$ cat config.mk
export PLATFORM = sky130hd
export DESIGN_NAME = gpio8_irq
export DESIGN_NICKNAME = d
export VERILOG_FILES = /design/src/rtl/gpio8_pkg.sv /design/src/rtl/gpio8_sync.sv /design/src/rtl/gpio8_irq_detect.sv /design/src/rtl/gpio8_irq.sv
export SDC_FILE = /design/constraint.sdc
export NUM_CORES = 1
export LEC_CHECK = 0
export BUFFER_PORTS_ARGS = -buffer_cell sky130_fd_sc_hd__buf_2
export CORE_UTILIZATION = 40
export DETAILED_ROUTE_END_ITERATION = 7
export PLACE_DENSITY_LB_ADDON = 0.1
export SETUP_SLACK_MARGIN = 0.1
export SLEW_MARGIN = 10
export SYNTH_ARGS = -nofsm -noshare
export SYNTH_HDL_FRONTEND = slang
export SYNTH_SLANG_ARGS = --single-unit
$ cat constraint.sdc
create_clock -name clk -period 4.3 [get_ports clk]
set_input_delay 0.86 -clock clk [delete_from_list [all_inputs] [get_ports clk]]
set_output_delay 0.86 -clock clk [all_outputs]
set_load 0.01 [all_outputs]
$ cat src/rtl/gpio8_pkg.sv
package gpio8_pkg;
  localparam int unsigned PINS = 8;
  localparam int unsigned AW   = 12;

  typedef logic [PINS-1:0] pinvec_t;

  // Control registers occupy byte offsets 0x400..0x41C; index is address bits 4:2
  typedef enum logic [2:0] {
    SEL_DIR    = 3'd0,
    SEL_SENSE  = 3'd1,
    SEL_BOTH   = 3'd2,
    SEL_POL    = 3'd3,
    SEL_EN     = 3'd4,
    SEL_RAW    = 3'd5,
    SEL_MASKED = 3'd6,
    SEL_CLR    = 3'd7
  } regsel_e;

  localparam logic [AW-1:0] CTRL_BASE = 12'h400;
endpackage

$ cat src/rtl/gpio8_sync.sv
module gpio8_sync #(
  parameter int unsigned W = 8
) (
  input  logic         clk,
  input  logic         rst_n,
  input  logic [W-1:0] d_async,
  output logic [W-1:0] q_sync
);
  logic [W-1:0] meta_q;
  logic [W-1:0] stab_q;

  always_ff @(posedge clk or negedge rst_n) begin
    if (!rst_n) begin
      meta_q <= '0;
      stab_q <= '0;
    end else begin
      meta_q <= d_async;
      stab_q <= meta_q;
    end
  end

  assign q_sync = stab_q;
endmodule

$ cat src/rtl/gpio8_irq_detect.sv
module gpio8_irq_detect #(
  parameter int unsigned W = 8
) (
  input  logic         clk,
  input  logic         rst_n,
  input  logic [W-1:0] smp,
  input  logic [W-1:0] sense,
  input  logic [W-1:0] both,
  input  logic [W-1:0] pol,
  input  logic [W-1:0] clr,
  output logic [W-1:0] raw
);
  logic [W-1:0] prev_q;
  logic [W-1:0] latch_q;
  logic [W-1:0] latch_d;
  logic [W-1:0] edge_evt;
  logic [W-1:0] level_hit;

  for (genvar i = 0; i < W; i++) begin : g_pin
    logic rise;
    logic fall;
    assign rise = smp[i] & ~prev_q[i];
    assign fall = ~smp[i] & prev_q[i];
    always_comb begin
      if (both[i]) edge_evt[i] = rise | fall;
      else if (pol[i]) edge_evt[i] = rise;
      else edge_evt[i] = fall;
    end
    assign level_hit[i] = pol[i] ? smp[i] : ~smp[i];
  end

  // next state: new edge has priority over a clear in the same cycle
  always_comb begin
    latch_d = (latch_q & ~clr) | (edge_evt & ~sense);
  end

  always_ff @(posedge clk or negedge rst_n) begin
    if (!rst_n) begin
      prev_q  <= '0;
      latch_q <= '0;
    end else begin
      prev_q  <= smp;
      latch_q <= latch_d;
    end
  end

  assign raw = (sense & level_hit) | (~sense & latch_q);

  AST_EDGE_LATCHES: assert property (@(posedge clk) disable iff (!rst_n)
    (|(edge_evt & ~sense)) |=> ((latch_q & $past(edge_evt & ~sense)) == $past(edge_evt & ~sense)));
  AST_CLEAR_DROPS: assert property (@(posedge clk) disable iff (!rst_n)
    ((|clr) && !(|edge_evt)) |=> ((latch_q & $past(clr)) == '0));
endmodule

$ cat src/rtl/gpio8_irq.sv
module gpio8_irq
  import gpio8_pkg::*;
(
  input  logic                 clk,
  input  logic                 rst_n,
  input  logic                 psel,
  input  logic                 penable,
  input  logic                 pwrite,
  input  logic [11:2]          paddr,
  input  logic [PINS-1:0]      pwdata,
  output logic [PINS-1:0]      prdata,
  input  logic [PINS-1:0]      pad_in,
  output logic [PINS-1:0]      pad_out,
  output logic [PINS-1:0]      pad_oe,
  output logic                 irq_out
);
  pinvec_t dir_q,   dir_d;
  pinvec_t data_q,  data_d;
  pinvec_t sense_q, sense_d;
  pinvec_t both_q,  both_d;
  pinvec_t pol_q,   pol_d;
  pinvec_t en_q,    en_d;
  pinvec_t clr;
  pinvec_t smp;
  pinvec_t raw;
  pinvec_t masked;
  pinvec_t mask;
  pinvec_t wr_mask;
  regsel_e sel;
  logic    wr_en;
  logic    ctrl_hit;
  logic    data_hit;

  assign wr_en    = psel & penable & pwrite;
  assign ctrl_hit = (paddr[11:5] == CTRL_BASE[11:5]);
  assign data_hit = (paddr[11:10] == 2'b00);
  assign sel      = regsel_e'(paddr[4:2]);
  assign mask     = paddr[9:2];
  assign wr_mask  = mask & dir_q;

  gpio8_sync #(.W(PINS)) u_sync (
    .clk     (clk),
    .rst_n   (rst_n),
    .d_async (pad_in),
    .q_sync  (smp)
  );

  gpio8_irq_detect #(.W(PINS)) u_det (
    .clk   (clk),
    .rst_n (rst_n),
    .smp   (smp),
    .sense (sense_q),
    .both  (both_q),
    .pol   (pol_q),
    .clr   (clr),
    .raw   (raw)
  );

  // next-state logic for the register file
  always_comb begin
    dir_d   = dir_q;
    data_d  = data_q;
    sense_d = sense_q;
    both_d  = both_q;
    pol_d   = pol_q;
    en_d    = en_q;
    clr     = '0;
    if (wr_en && ctrl_hit) begin
      case (sel)
        SEL_DIR:   dir_d   = pwdata;
        SEL_SENSE: sense_d = pwdata;
        SEL_BOTH:  both_d  = pwdata;
        SEL_POL:   pol_d   = pwdata;
        SEL_EN:    en_d    = pwdata;
        SEL_CLR:   clr     = pwdata;
        default:   ;
      endcase
    end
    if (wr_en && data_hit) begin
      data_d = (data_q & ~wr_mask) | (pwdata & wr_mask);
    end
  end

  always_ff @(posedge clk or negedge rst_n) begin
    if (!rst_n) begin
      dir_q   <= '0;
      data_q  <= '0;
      sense_q <= '0;
      both_q  <= '0;
      pol_q   <= '0;
      en_q    <= '0;
    end else begin
      dir_q   <= dir_d;
      data_q  <= data_d;
      sense_q <= sense_d;
      both_q  <= both_d;
      pol_q   <= pol_d;
      en_q    <= en_d;
    end
  end

  assign masked = raw & en_q;

  // read path
  always_comb begin
    prdata = '0;
    if (psel && !pwrite) begin
      if (data_hit) begin
        prdata = mask & ((dir_q & data_q) | (~dir_q & smp));
      end else if (ctrl_hit) begin
        case (sel)
          SEL_DIR:    prdata = dir_q;
          SEL_SENSE:  prdata = sense_q;
          SEL_BOTH:   prdata = both_q;
          SEL_POL:    prdata = pol_q;
          SEL_EN:     prdata = en_q;
          SEL_RAW:    prdata = raw;
          SEL_MASKED: prdata = masked;
          default:    prdata = '0;
        endcase
      end
    end
  end

  assign pad_out = data_q;
  assign pad_oe  = dir_q;
  assign irq_out = |masked;

  AST_DIR_LOAD: assert property (@(posedge clk) disable iff (!rst_n)
    (wr_en && ctrl_hit && sel == SEL_DIR) |=> (pad_oe == $past(pwdata)));
  AST_INPUT_PIN_HELD: assert property (@(posedge clk) disable iff (!rst_n)
    (wr_en && data_hit) |=> (((pad_out ^ $past(pad_out)) & ~$past(dir_q & mask)) == '0));
  AST_IRQ_DISABLED: assert property (@(posedge clk) disable iff (!rst_n)
    (en_q == '0) |-> !irq_out);
endmodule

==> results by stage, run 1 <==
Clocking:
- The level count of the clock H-tree is 3.
- In this run the post-CTS setup repair buffer count came out at 0.
- Clock-pin slew was measured on the worst setup and hold paths at about 70 ps.
- At the later pin of the worst-skew pair, clock insertion delay measures 360 ps.
- In this run the deepest clock path goes through 2 buffers.
- The count of hold-fix buffers inserted at cts is 0.
- The clock sink count is 80.
- Gates resized during post-CTS repair numbered 0.
- The tree is rooted in a sky130_fd_sc_hd__clkbuf_8.
- TritonCTS built the clock tree.
- Clock tree synthesis inserted a total of 9 buffers.

Worst setup path:
- The worst setup path is captured at an output pin.
- The critical-path cell with the highest stage delay is sky130_fd_sc_hd__nor4b_4.
- Counting cells, the worst reg-to-reg path comes to 5.
- The critical path contains buffers and inverters numbering 2 combined.
- Walking the worst path, the cells encountered are buf_2 > or4b_4 > nor4b_4 > o21ai_0 > o31ai_1 > buf_2.
- The endpoint arrival time on the critical path is roughly 2900 ps.
- The start-to-end type of the worst setup path is input port to output pin.
- Of all nets on the critical path, the largest fanout is 8.
- The cell count along the critical path is 6.
- The worst setup path is launched from an input port.
- The library cell appearing most often on the critical path is sky130_fd_sc_hd__buf_2.
- The gate family responsible for the most delay along the worst path is simple AND/OR/NAND/NOR gates.
- For this run, the slowest stage of the critical path takes 660 ps.
- The required time of the critical path is approximately 3400 ps.

Power:
- The total power consumption of the routed design is 1.49 mW.
- Across the VDD grid, the largest voltage drop is 0.137 mV.
- Power spread over the standard cell area amounts to between 300 and 400 nW/um^2.
- For this design the static power due to leakage is around 2.3 nW.

Timing:
- The number of max-slew violations in the final report is 0.
- The worst slack on hold paths is around 350 ps.
- The number of setup violations in the final report is 0.
- Measured against its own limit, the worst slew margin works out to 31.4%.
- Setup repair after global routing left no endpoint under its margin.
- The worst setup skew after layout is 10.4 ps.
- The achievable clock frequency is between 0.2 and 0.3 GHz.
- The shortest clock period the worst path allows after layout is ~3800 ps.
- The pin slew with the least headroom to its limit is around 1000 ps.
- For the final routed database, the setup TNS stands at 0 ps.
- The final critical path takes up 87.3% of the cycle.
- Setup slack on the critical path of the routed design comes to about 550 ps.
- The number of hold violations in the final report is 0.

Synthesis:
- The number of enable-type register cells in the synthesized netlist is 0.
- The share of synthesized area in the top cell type comes to between 40% and 50%.
- The number of nets in the synthesized netlist is slightly above 400.
- The post-synthesis area per instance is between 10 and 15 sq um.
- After synthesis, the cell types taking the most area are sky130_fd_sc_hd__dfrtp_1 (47%), sky130_fd_sc_hd__mux2_2 (18%), sky130_fd_sc_hd__ha_1 (4.7%).
- The Yosys step of the flow raised 0 warnings.
- The cell area that synthesis handed to floorplanning was around 4200 sq um.
- The cell count after synthesis came out at 368.
- For this run, the register share of the synthesized area comes to ~47%.
- The fraction of registers with async set/reset is 100%.
- The largest total area in the synthesized netlist belongs to sky130_fd_sc_hd__dfrtp_1.
- Yosys mapped the design onto 42 distinct sky130hd cell types.
- The dominant synthesized flop cell is sky130_fd_sc_hd__dfrtp_1.
- In this run, synthesis produced a sequential element count of 80.

Floorplan:
- The die is around 100 microns wide.
- Once the floorplan was initialized, standard cells occupied 41.1% of the core.
- The chip height is between 100 and 150 microns.
- In this run the count of I/O pins placed on the die edge is 56.
- The die footprint is 11000 sq um.
- The standard-cell row count is 37.
- The total area inside the core boundary comes to ~10000 sq um.

Detailed routing:
- The total vias in the final route is a little over 3k.
- The iteration count of the initial detailed-routing pass is 6.
- For this run, design rule violations remaining after detail routing come to 0.
- The count of nets left with antenna violations once routing finished came out at 0.
- The highest layer used for signal routing is met4.
- For this block, the initial DRC count from the detailed router was roughly 140.
- Using the TritonRoute via totals, the vias-per-cell ratio works out to 5.40.
- The wire length on met2 is between 4 and 5 mm.
- The routed metal-1 wirelength is 4.67 mm.
- The length of routed met3 wiring is about 320 microns.
- The post-detailed-routing wire length is between 10 and 15 mm.
- The routed length per placed instance is about 18 microns.

Global routing:
- The first global-routing pass estimated approximately 17 mm of wire.
- The number of antenna violations at the first check in global routing is 0.
- The global-route usage over all layers is between 20% and 30%.
- Entering global routing, the biggest net connects between 80 and 90 pins.
- The number of global-route vias before repair was 3138.
- After global routing the overflow that remains totals 0.

Run status:
- The flow ran to the end, and the final reports show no timing, DRC or antenna violations.

Hold path:
- The path category of the worst min-delay check is flop to flop.
- The worst hold path stage count is 0.

Finish:
- The ratio of cells with drive above 1 in the final layout is roughly 34%.
- The total number of nets in the final design is between 400 and 500.
- The finished cells cover 4850 sq um.
- The number of antenna repair diodes is 0.
- The area growth from synthesis to layout is 14.8%.

Placed design:
- Routability-driven placement finished with a final weighted congestion of around 0.8.
- After legalization and detailed placement, the total HPWL measured 6.86 mm.
- Summing all placed instances gives a cell area of 4650 sq um.
- At the placement stage, the worst setup path has a slack of 519 ps.
- The count of buffers added on input and output ports is 55.

Job:
- The max-cap check violation count is 0.
[cell usage in the layout (no fill, tap or decap), types with 3 or more instances in the layout]
master and count:
sky130_fd_sc_hd__a21o_1 5, sky130_fd_sc_hd__a21oi_1 11, sky130_fd_sc_hd__a221oi_1 3, sky130_fd_sc_hd__a2bb2oi_1 3
sky130_fd_sc_hd__a311oi_1 4, sky130_fd_sc_hd__a32o_1 4, sky130_fd_sc_hd__and3_1 6, sky130_fd_sc_hd__buf_2 54
sky130_fd_sc_hd__buf_4 4, sky130_fd_sc_hd__clkbuf_8 9, sky130_fd_sc_hd__dfrtp_1 80, sky130_fd_sc_hd__ha_1 16
sky130_fd_sc_hd__inv_1 20, sky130_fd_sc_hd__mux2_2 66, sky130_fd_sc_hd__nand2_1 23, sky130_fd_sc_hd__nand2_2 3
sky130_fd_sc_hd__nand2b_1 9, sky130_fd_sc_hd__nand3_1 10, sky130_fd_sc_hd__nand3b_1 4, sky130_fd_sc_hd__nor2_1 3
sky130_fd_sc_hd__nor2b_1 12, sky130_fd_sc_hd__nor3_1 6, sky130_fd_sc_hd__o21ai_0 32, sky130_fd_sc_hd__o2bb2ai_1 7
sky130_fd_sc_hd__o31ai_1 3, sky130_fd_sc_hd__xnor2_1 7
[worst register-to-register path, cell delays in order, from the launching register on]
cell and delay, ps:
sky130_fd_sc_hd__dfrtp_1 460, sky130_fd_sc_hd__inv_1 120, sky130_fd_sc_hd__ha_1 210, sky130_fd_sc_hd__mux2_2 250, sky130_fd_sc_hd__o21ai_0 200, sky130_fd_sc_hd__o2bb2ai_1 100
[cell usage after synthesis (3+ instances only)]
cell and n:
sky130_fd_sc_hd__a21o_1 5, sky130_fd_sc_hd__a21oi_1 11, sky130_fd_sc_hd__a221oi_1 3, sky130_fd_sc_hd__a2bb2oi_1 3
sky130_fd_sc_hd__a311oi_1 4, sky130_fd_sc_hd__a32o_1 4, sky130_fd_sc_hd__and3_1 6, sky130_fd_sc_hd__buf_2 4
sky130_fd_sc_hd__clkbuf_1 5, sky130_fd_sc_hd__dfrtp_1 80, sky130_fd_sc_hd__ha_1 16, sky130_fd_sc_hd__inv_1 20
sky130_fd_sc_hd__mux2_2 66, sky130_fd_sc_hd__nand2_1 23, sky130_fd_sc_hd__nand2_2 3, sky130_fd_sc_hd__nand2b_1 9
sky130_fd_sc_hd__nand3_1 10, sky130_fd_sc_hd__nand3b_1 4, sky130_fd_sc_hd__nor2_1 3, sky130_fd_sc_hd__nor2b_1 12
sky130_fd_sc_hd__nor3_1 6, sky130_fd_sc_hd__o21ai_0 32, sky130_fd_sc_hd__o2bb2ai_1 7, sky130_fd_sc_hd__o31ai_1 3
sky130_fd_sc_hd__xnor2_1 7
[metal layers]
layer	track usage, %	up-vias
met5	0	-
met4	11.1	0
met3	3.12	21
met2	33.6	65
met1	26.3	1518
li1	-	1452
[cells by family after synthesis]
logic type | Yosys count | synth area share, %
buf+inv | 31 | 2.87
fa+ha+maj | 16 | 4.74
compound gates | 79 | 12.3
mux | 69 | 18.9
xor+xnor | 8 | 1.66
simple gates | 85 | 12.1
flops | 80 | 47.4
[path summary, 6_finish.rpt]
| check | start | end | slack, ps |
|---|---|---|---|
| setup / recovery | paddr[8] | prdata[3] | 550 |
| hold reg to reg | u_sync.meta_q[2] | u_sync.q_sync[2] | 350 |
| min in group asynchronous | rst_n | u_sync.q_sync[6] | 650 |
| setup reg to reg | u_sync.q_sync[3] | u_det.latch_q[3] | 2850 |
| max in group asynchronous | rst_n | pad_oe[4] | 2960 |
| hold / removal | u_sync.meta_q[2] | u_sync.q_sync[2] | 350 |
[sequential cells by signal, indices dropped and copies added, names as in the netlist, named ones only]
| signal | flops |
|---|---|
| pol_q | 8 |
| pad_oe | 8 |
| both_q | 8 |
| en_q | 8 |
| u_sync.q_sync | 8 |
| sense_q | 8 |
| u_det.prev_q | 8 |
| u_sync.meta_q | 8 |
| u_det.latch_q | 8 |
[metrics by stage]
stage                     utilization [%]  std cells
after floorplan                         -        368
after global placement               45.2        551
after detailed placement             45.2        551
after CTS                            47.2        566
after global routing                 47.2        566
final                                47.2        566
[final cells by class]
class	count	area, sq um
timing repair buffer	58	300
multi-input combinational	257	2100
fill	1015	5430
tap	136	170
sequential	80	2000
clock buffer	11	131
inverter	20	75.1
clock inverter	4	70.1
[where the power goes]
| part | switching (mW) | internal (mW) | leakage [nW] |
|---|---|---|---|
| registers | 0.0108 | 0.765 | 1.02 |
| logic | 0.0713 | 0.0407 | 1.22 |
| clock network | 0.275 | 0.323 | 0.103 |
Note: power is estimated with default switching activity, not from simulation.
==> run 2: changes to the inputs <==
--- a/config.mk
+++ b/config.mk
@@ -5,9 +5,9 @@
 export SDC_FILE = /design/constraint.sdc
 export NUM_CORES = 1
 export LEC_CHECK = 0
-export BUFFER_PORTS_ARGS = -buffer_cell sky130_fd_sc_hd__buf_2
 export CORE_UTILIZATION = 40
 export DETAILED_ROUTE_END_ITERATION = 7
+export DONT_BUFFER_PORTS = 1
 export PLACE_DENSITY_LB_ADDON = 0.1
 export SETUP_SLACK_MARGIN = 0.1
 export SLEW_MARGIN = 10
==> run 2 against run 1 <==
- flip-flop and latch count unchanged
- power grew 0.15%
- worst hold slack worse by 160 ps
- fmax up 6.9%
- cell count down 9.5%
- global-route usage decreased by 0.074 points
- sequential power barely moved
- via count down 5.0%
- non-clock buffer count shrank 55
- design area decreased by 5.1%
- critical path type unchanged
- setup slack improved by 240 ps
==> results by stage, run 2 (synthesis results as in run 1) <==
Run status:
- The flow ran to the end, and the final reports show no timing, DRC or antenna violations.

Global routing:
- The first global-routing pass estimated 16.8 mm of wire.
- Global routing finished with a remaining overflow of 0.
- The number of antenna violations at the first check in global routing is 0.
- The maximum number of pins on one net before global-route repair is just over 80.
- The number of global-route vias before repair is 2906.
- The global-route usage over all layers is between 20% and 30%.

Floorplan:
- The floorplan step set the die height to ~100 microns.
- In this run the count of I/O pins placed on the die edge is 56.
- The standard-cell row count is 37.
- The die footprint is ~11000 sq um.
- The die is approximately 100 microns wide.
- In this run the standard cell core region covers 10300 sq um.
- Once the floorplan was initialized, standard cells occupied roughly 40% of the core.

Worst setup path:
- The critical path in this run is classified as input port to output pin.
- The highest net fanout along the worst path is 5.
- For this run, the slowest stage of the critical path takes 590 ps.
- The worst setup path is captured at an output pin.
- Traced cell by cell, the critical path runs through or4b_4 > nor4b_4 > buf_4 > o21ai_0 > o31ai_1.
- Data on the critical path is required at its endpoint by about 3400 ps.
- In this run the critical register-to-register path is launched from u_sync.q_sync[1].
- The most critical setup path has its startpoint at paddr[8].
- The largest individual stage delay along the critical path comes from the cell sky130_fd_sc_hd__or4b_4.
- Together, buffers and inverters on the worst path number 1.
- The gate family responsible for the most delay along the worst path is simple AND/OR/NAND/NOR gates.
- The startpoint class of the critical path is an input port.
- STA puts the critical path data arrival time at approximately 2700 ps.

Power:
- Summed over all cells, the static leakage comes to between 2 and 2.5 nW.
- The power per cell area is 323 nW/um^2.
- Total power for the finished layout comes to 1.49 mW.
- The worst-case IR drop observed on VDD is around 0.13 mV.

Detailed routing:
- The iteration count of the initial detailed-routing pass is 4.
- Using the TritonRoute via totals, the vias-per-cell ratio works out to 5.67.
- The antenna violation net count after detailed routing is 0.
- The total vias in the final route is approximately 2.9k.
- The post-route DRC violation count is 0.
- The post-detailed-routing wire length is around 10 mm.
- For this block, the initial DRC count from the detailed router was about 180.
- After detailed routing, the average wire length per cell comes to 20.2 microns.

Clocking:
- The count of hold-fix buffers inserted at cts is 0.
- The level count of the clock H-tree is 3.
- The clock network latency to the later pin of the worst-skew pair is ~360 ps.
- The number of gates given a new drive strength after cts is 0.
- Clock-pin slew was measured on the worst setup and hold paths at about 80 ps.
- The longest clock path from root to sink contains 2 buffers.
- The number of buffers created by CTS is 9.
- TritonCTS built the clock tree.
- The number of buffers added for setup after CTS is 0.
- The master cell of the clock root buffer is sky130_fd_sc_hd__clkbuf_8.
- The clock sink count is 80.

Timing:
- Setup violations remaining at the end of the flow were counted as 0.
- The number of hold violations in the final report came to 0.
- The worst setup skew after layout is 7.91 ps.
- The number of max-slew violations in the final report is 0.
- In the final timing run, aggregate negative setup slack is 0 ps.
- The worst slack on hold paths is 191 ps.
- The worst path uses between 80% and 90% of the clock period.
- The pin slew with the least headroom to its limit is 830 ps.
- The final worst slack is ~790 ps.
- The worst pin sits at a relative slew slack of 44.2%.
- Setup repair after global routing left no endpoint under its margin.
- The achievable clock frequency is roughly 0.28 GHz.
- The worst path needs between 3000 and 4000 ps of the cycle, external delays included.

Placed design:
- Prior to clock tree synthesis, the placed netlist has a worst setup slack of ~770 ps.
- Input and output buffers added on the ports amount to 0.
- The final HPWL from detailed placement is around 7.1 mm.
- After detailed placement, the design holds a cell count of roughly 500.
- The post-detailed-placement cell area is ~4400 sq um.
- The final estimated routing congestion in global placement is a little under 0.8.

Hold path:
- The tightest min-delay check is of the input port to asynchronous set/reset pin type.

Finish:
- In the layout the commonest cells are sky130_fd_sc_hd__dfrtp_1 (80), sky130_fd_sc_hd__mux2_2 (66), sky130_fd_sc_hd__o21ai_0 (32).
- The core utilization of the finished layout is between 40% and 50%.
- The library cell used most frequently in the layout, excluding fill and tap cells, is sky130_fd_sc_hd__dfrtp_1.
- The finished cells cover 4600 sq um.
- From synthesis to final layout, the design area changed by 8.98%.
- After the last flow step, the layout net total stands at around 420.
- The number of antenna repair diodes is 0.
- The ratio of cells with drive above 1 in the final layout is roughly a quarter.
- Fill cells in the final layout number slightly above 1k.
- The finished layout holds roughly 500 standard cells, fillers aside.

Job:
- Across the run, the number of max-cap violations was 0.
run 2: changes by cell type in the layout (fill, tap and decap cells not counted), sizes merged:
| cell | delta |
|---|---|
| clkbuf | +3 |
| clkinv | -2 |
| buf | -55 |
run 2: area by class of cell:
class | instances | area [sq um] | area share [%]
Multi-Input combinational cell | 257 | 2100 | 45.6
Sequential cell | 80 | 2000 | 43.5
Clock buffer | 14 | 173 | 3.75
Tap cell | 136 | 170 | 3.70
Inverter | 20 | 75.1 | 1.63
Clock inverter | 2 | 60.1 | 1.30
Timing Repair Buffer | 3 | 22.5 | 0.489
run 2: report_power, final:
| group | internal [mW] | switching, mW |
|---|---|---|
| clock | 0.376 | 0.277 |
| sequential | 0.765 | 0.0110 |
| combinational | 0.0298 | 0.0297 |
run 2: metal layers:
metal	global-route usage, %	share of wire (%)
met1	26.4	45
met2	33.6	50
met3	4.80	4.3
met4	7.14	1.3
met5	0	0
run 2: worst paths after layout:
path	end	slack (ps)	depth (start not counted)
worst max-delay path	prdata[3]	790	5
worst min-delay path	u_sync.q_sync[6]	190	0
worst max register to register	u_det.latch_q[1]	2890	5
worst min register to register	u_sync.q_sync[2]	350	0
max in group asynchronous	u_sync.meta_q[7]	3900	0
min in group clk	u_sync.q_sync[2]	350	0
run 2: worst register-to-register path: stages (launching register included):
cell	delay [ps]
sky130_fd_sc_hd__dfrtp_1	450
sky130_fd_sc_hd__inv_1	80
sky130_fd_sc_hd__ha_1	200
sky130_fd_sc_hd__mux2_2	250
sky130_fd_sc_hd__o21ai_0	190
sky130_fd_sc_hd__o2bb2ai_1	110
==> run 3: changes to the inputs <==
--- a/config.mk
+++ b/config.mk
@@ -5,6 +5,7 @@
 export SDC_FILE = /design/constraint.sdc
 export NUM_CORES = 1
 export LEC_CHECK = 0
+export ABC_AREA = 1
 export CORE_UTILIZATION = 40
 export DETAILED_ROUTE_END_ITERATION = 7
 export DONT_BUFFER_PORTS = 1
==> constraint.sdc (replaced) <==
create_clock -name clk -period 3.4 [get_ports clk]
set_input_delay 0.68 -clock clk [delete_from_list [all_inputs] [get_ports clk]]
set_output_delay 0.68 -clock clk [all_outputs]
set_load 0.01 [all_outputs]
==> run 3 against run 2 <==
- design area rose by 1.2%
- routed wire length rose by 11%
- clock-buffer cell count fell by 2
- largest cell class is now registers
- largest power group unchanged
==> results by stage, run 3 <==
Power:
- In this run the static leakage power is between 2 and 2.5 nW.
- In this run, the clock network consumes a little under two fifths of the power.
- The internal power of the cells is 1.36 mW.
- Of the total power, combinational logic draws 7.8%.
- The share of power burned in registers is between 50% and 60%.
- The switching part of the total is 25.4%.
- The power per cell area is 391 nW/um^2.
- VDD sags by at most around 0.21 mV.
- The total power consumption of the routed design is between 1.5 and 2 mW.
- Summed over all nets, the switching power comes to roughly 460 uW.

Timing:
- The pin slew with the least headroom to its limit is between 400 and 500 ps.
- The worst path uses 82.2% of the clock period.
- The number of hold violations in the final report is 0.
- The worst relative slew slack is roughly 67%.
- The achievable clock frequency is 0.358 GHz.
- Setup violations remaining at the end of the flow were counted as 0.
- The number of max-slew violations in the final report was 0.
- Setup total negative slack on the finished layout was measured at 0 ps.
- Counting I/O delays and the setup requirement, the final critical path takes about 2800 ps.
- Setup repair after global routing left no endpoint under its margin.
- The worst setup skew after layout is between 6 and 7 ps.

Placed design:
- The final estimated routing congestion in global placement is 0.847.
- The count of buffers added on input and output ports is 0.
- The final HPWL from detailed placement is 8.08 mm.

Synthesis:
- In this run, distinct cell masters in the synthesized netlist total 26.
- Counting flops and latches in the post-synthesis netlist gives 80.
- The number of nets in the synthesized netlist is around 600.
- A synthesized cell averages between 7 and 8 sq um.
- Ranked by instance count, the synthesized netlist is headed by sky130_fd_sc_hd__nand2_1 (130), sky130_fd_sc_hd__dfrtp_1 (80), sky130_fd_sc_hd__inv_1 (76).
- The synthesized design contains 0 enable-type register cells.
- The most used standard cell by instance count after synthesis is sky130_fd_sc_hd__nand2_1.
- Sequential cells were found to cover between 40% and 50% of the synthesized design area.
- The library cell occupying the most area in the post-synthesis netlist is sky130_fd_sc_hd__dfrtp_1.
- The synthesized design devotes to its leading area cell type between 40 and 50% of total area.
- The number of warnings issued by yosys is 0.
- Among all flip-flop cells after synthesis, the most frequent one is sky130_fd_sc_hd__dfrtp_1.
- The post-synth design cell area is between 4000 and 5000 sq um.
- Sorting the synthesized cells by area gives the leading types as sky130_fd_sc_hd__dfrtp_1 (46%), sky130_fd_sc_hd__nand2_1 (11%), sky130_fd_sc_hd__o21ai_0 (7.5%).
- The gate count of the mapped netlist is 551.
- In the synthesized netlist the async set-or-reset flop fraction comes to 100%.

Global routing:
- The maximum number of pins on one net before global-route repair is about 80.
- The number of antenna violations at the first check in global routing is 0.
- The first global-routing pass estimated about 19 mm of wire.
- In the global route stage, overall resource usage came out at a little under a quarter.
- The residual overflow from global routing is 0.
- The number of global-route vias before repair was around 3.5k.

Clocking:
- The CTS tree is done.
- The clock net in this run drives a total of 80 sinks.
- Clock tree synthesis inserted a total of 9 buffers.
- The maximum buffer depth of the clock tree is 2.
- The clock reaches the later pin of the worst-skew pair after 360 ps.
- The number of setup buffers added after CTS is 0.
- Clock-pin slew was measured on the worst setup and hold paths at 70 ps.
- The level count of the clock H-tree is 3.
- The tree is rooted in a sky130_fd_sc_hd__clkbuf_8.
- The number of gates given a new drive strength after cts is 0.

Floorplan:
- The die covers between 10000 and 15000 sq um.
- The initial utilization of the core area, before any placement, comes to about two fifths.
- Pin placement for this block handled 56 I/O pins.
- From bottom edge to top edge, the die measures roughly 110 microns.
- The area of the core is about 10000 sq um.
- The horizontal die dimension is 106 microns.
- The standard-cell row count is 37.

Worst setup path:
- The origin of the worst setup path is paddr[4].
- STA classifies the critical path endpoint as an output pin.
- For the worst setup path, the data arrival time is 2110 ps.
- STA classifies the critical path startpoint as an input port.
- Of all nets on the critical path, the largest fanout is 24.
- The required time of the critical path is ~2700 ps.
- The beginning of the worst register-to-register path is u_sync.q_sync[6].
- The start-to-end type of the worst setup path is input port to output pin.

Finish:
- The total number of nets in the final design is roughly 600.
- Leaving out fill and tap cells, the most frequent cell in the layout is sky130_fd_sc_hd__nand2_1.
- The area growth from synthesis to layout is 7.70%.
- The top cell types in the final layout, fill and taps aside, are sky130_fd_sc_hd__nand2_1 (130), sky130_fd_sc_hd__dfrtp_1 (80), sky130_fd_sc_hd__inv_1 (76).
- In the final layout, the share of cells above drive strength 1 is roughly 6%.
- Fill cells in the final layout number 1066.
- 0 antenna diodes ended up in the layout.

Hold path:
- The tightest min-delay check is of the input port to asynchronous set/reset pin type.

Detailed routing:
- The post-detailed-routing wire length is approximately 11 mm.
- The first TritonRoute pass finished after 5 iterations.
- For this run, design rule violations remaining after detail routing come to 0.
- After the first detailed-routing iteration, the DRC count stood at between 200 and 300.
- In the final routed layout, each cell accounts on average for between 15 and 20 microns.
- In the routed layout, each cell is associated on average with a via count of 5.28.
- The detail route stage leaves a number of antenna-violating nets equal to 0.
- The total vias in the final route is approximately 3.7k.

Run status:
- The run finished with clean final reports.

Job:
- Max-cap violations in this run came to 0.
==> run 3: changes by cell type after synthesis, sizes merged, moves of 31 or more <==
| cell | before | now |
|---|---|---|
| nand2 | 26 | 130 |
| o21ai | 32 | 72 |
| mux2 | 66 | 0 |
| nand3 | 11 | 64 |
| inv | 20 | 77 |
| nor2 | 3 | 34 |
==> run 3: path summary, 6_finish.rpt <==
| check | end | slack (ps) | cells past startpoint |
|---|---|---|---|
| worst max-delay path | prdata[1] | 610 | 7 |
| worst min-delay path | u_det.prev_q[6] | 190 | 1 |
| worst max register to register | u_det.latch_q[6] | 2260 | 5 |
| worst min register to register | u_sync.q_sync[2] | 350 | 0 |
| max in group asynchronous | pol_q[0] | 2840 | 1 |
| min in group clk | u_sync.meta_q[3] | 330 | 0 |
==> run 3: worst max-delay path: stages <==
cell,delay (ps)
sky130_fd_sc_hd__inv_2,280
sky130_fd_sc_hd__nand3_1,410
sky130_fd_sc_hd__o21ai_0,280
sky130_fd_sc_hd__nor2_1,70
sky130_fd_sc_hd__nand2_1,60
sky130_fd_sc_hd__nand2_1,40
sky130_fd_sc_hd__a21oi_1,280
==> run 3: routing by layer <==
metal | up-vias | wire (microns) | share of wire (%) | GRT usage, %
met5 | - | 0 | 0 | 0
met4 | 0 | 255 | 2.2 | 9.82
met3 | 21 | 557 | 4.8 | 5.46
met2 | 81 | 5280 | 46 | 34.8
met1 | 1762 | 5400 | 47 | 30.1
li1 | 1809 | - | - | -
==> run 3: through the flow <==
stage               cells  utilization [%]  setup slack [ps]  hold slack, ps  cell area [sq um]
floorplan             551                -              1000             331               4320
global placement      679             42.7               626             333               4450
detailed placement    679             42.7               577             336               4450
CTS                   696             44.7               577             221               4660
global route          696             44.7               401             236               4660
finish                696             44.7               606             192               4660
==> run 3: final cells by class <==
type	instances	area (sq um)	area share, %
clock buffer	12	135	2.90
multi-input combinational	377	1920	41.2
inverter	77	289	6.21
timing repair buffer	10	95.1	2.04
sequential	80	2000	43.0
clock inverter	4	45.0	0.967
tap	136	170	3.65
==> run 3: power by group through the flow <==
stage | clock network (mW) | registers (mW) | logic [mW]
3_3_place_gp | 0 | 1.02 | 0.118
5_1_grt | 0.739 | 1.01 | 0.165
2_1_floorplan | 0 | 1.02 | 0.104
6_report | 0.676 | 1.00 | 0.141
4_1_cts | 0.699 | 1.00 | 0.144
3_5_place_dp | 0 | 1.02 | 0.120
==> run 3: cell families (layout without fill, tap and decap cells) <==
| group | Yosys count | after routing | synth area share, % |
|---|---|---|---|
| AO/OA/AOI/OAI | 105 | 105 | 12.8 |
| adder cells (fa/ha/maj) | 16 | 16 | 4.63 |
| buffers and inverters | 94 | 103 | 9.29 |
| flip-flops | 80 | 80 | 46.3 |
| AND/OR/NAND/NOR | 256 | 256 | 27.0 |
==> run 3: what timing repair did <==
item / 4_1_cts / 5_1_grt
endpoints found under the setup margin: 0 / 0
hold buffers: 1 / 0
endpoints found under the hold margin: 80 / 0
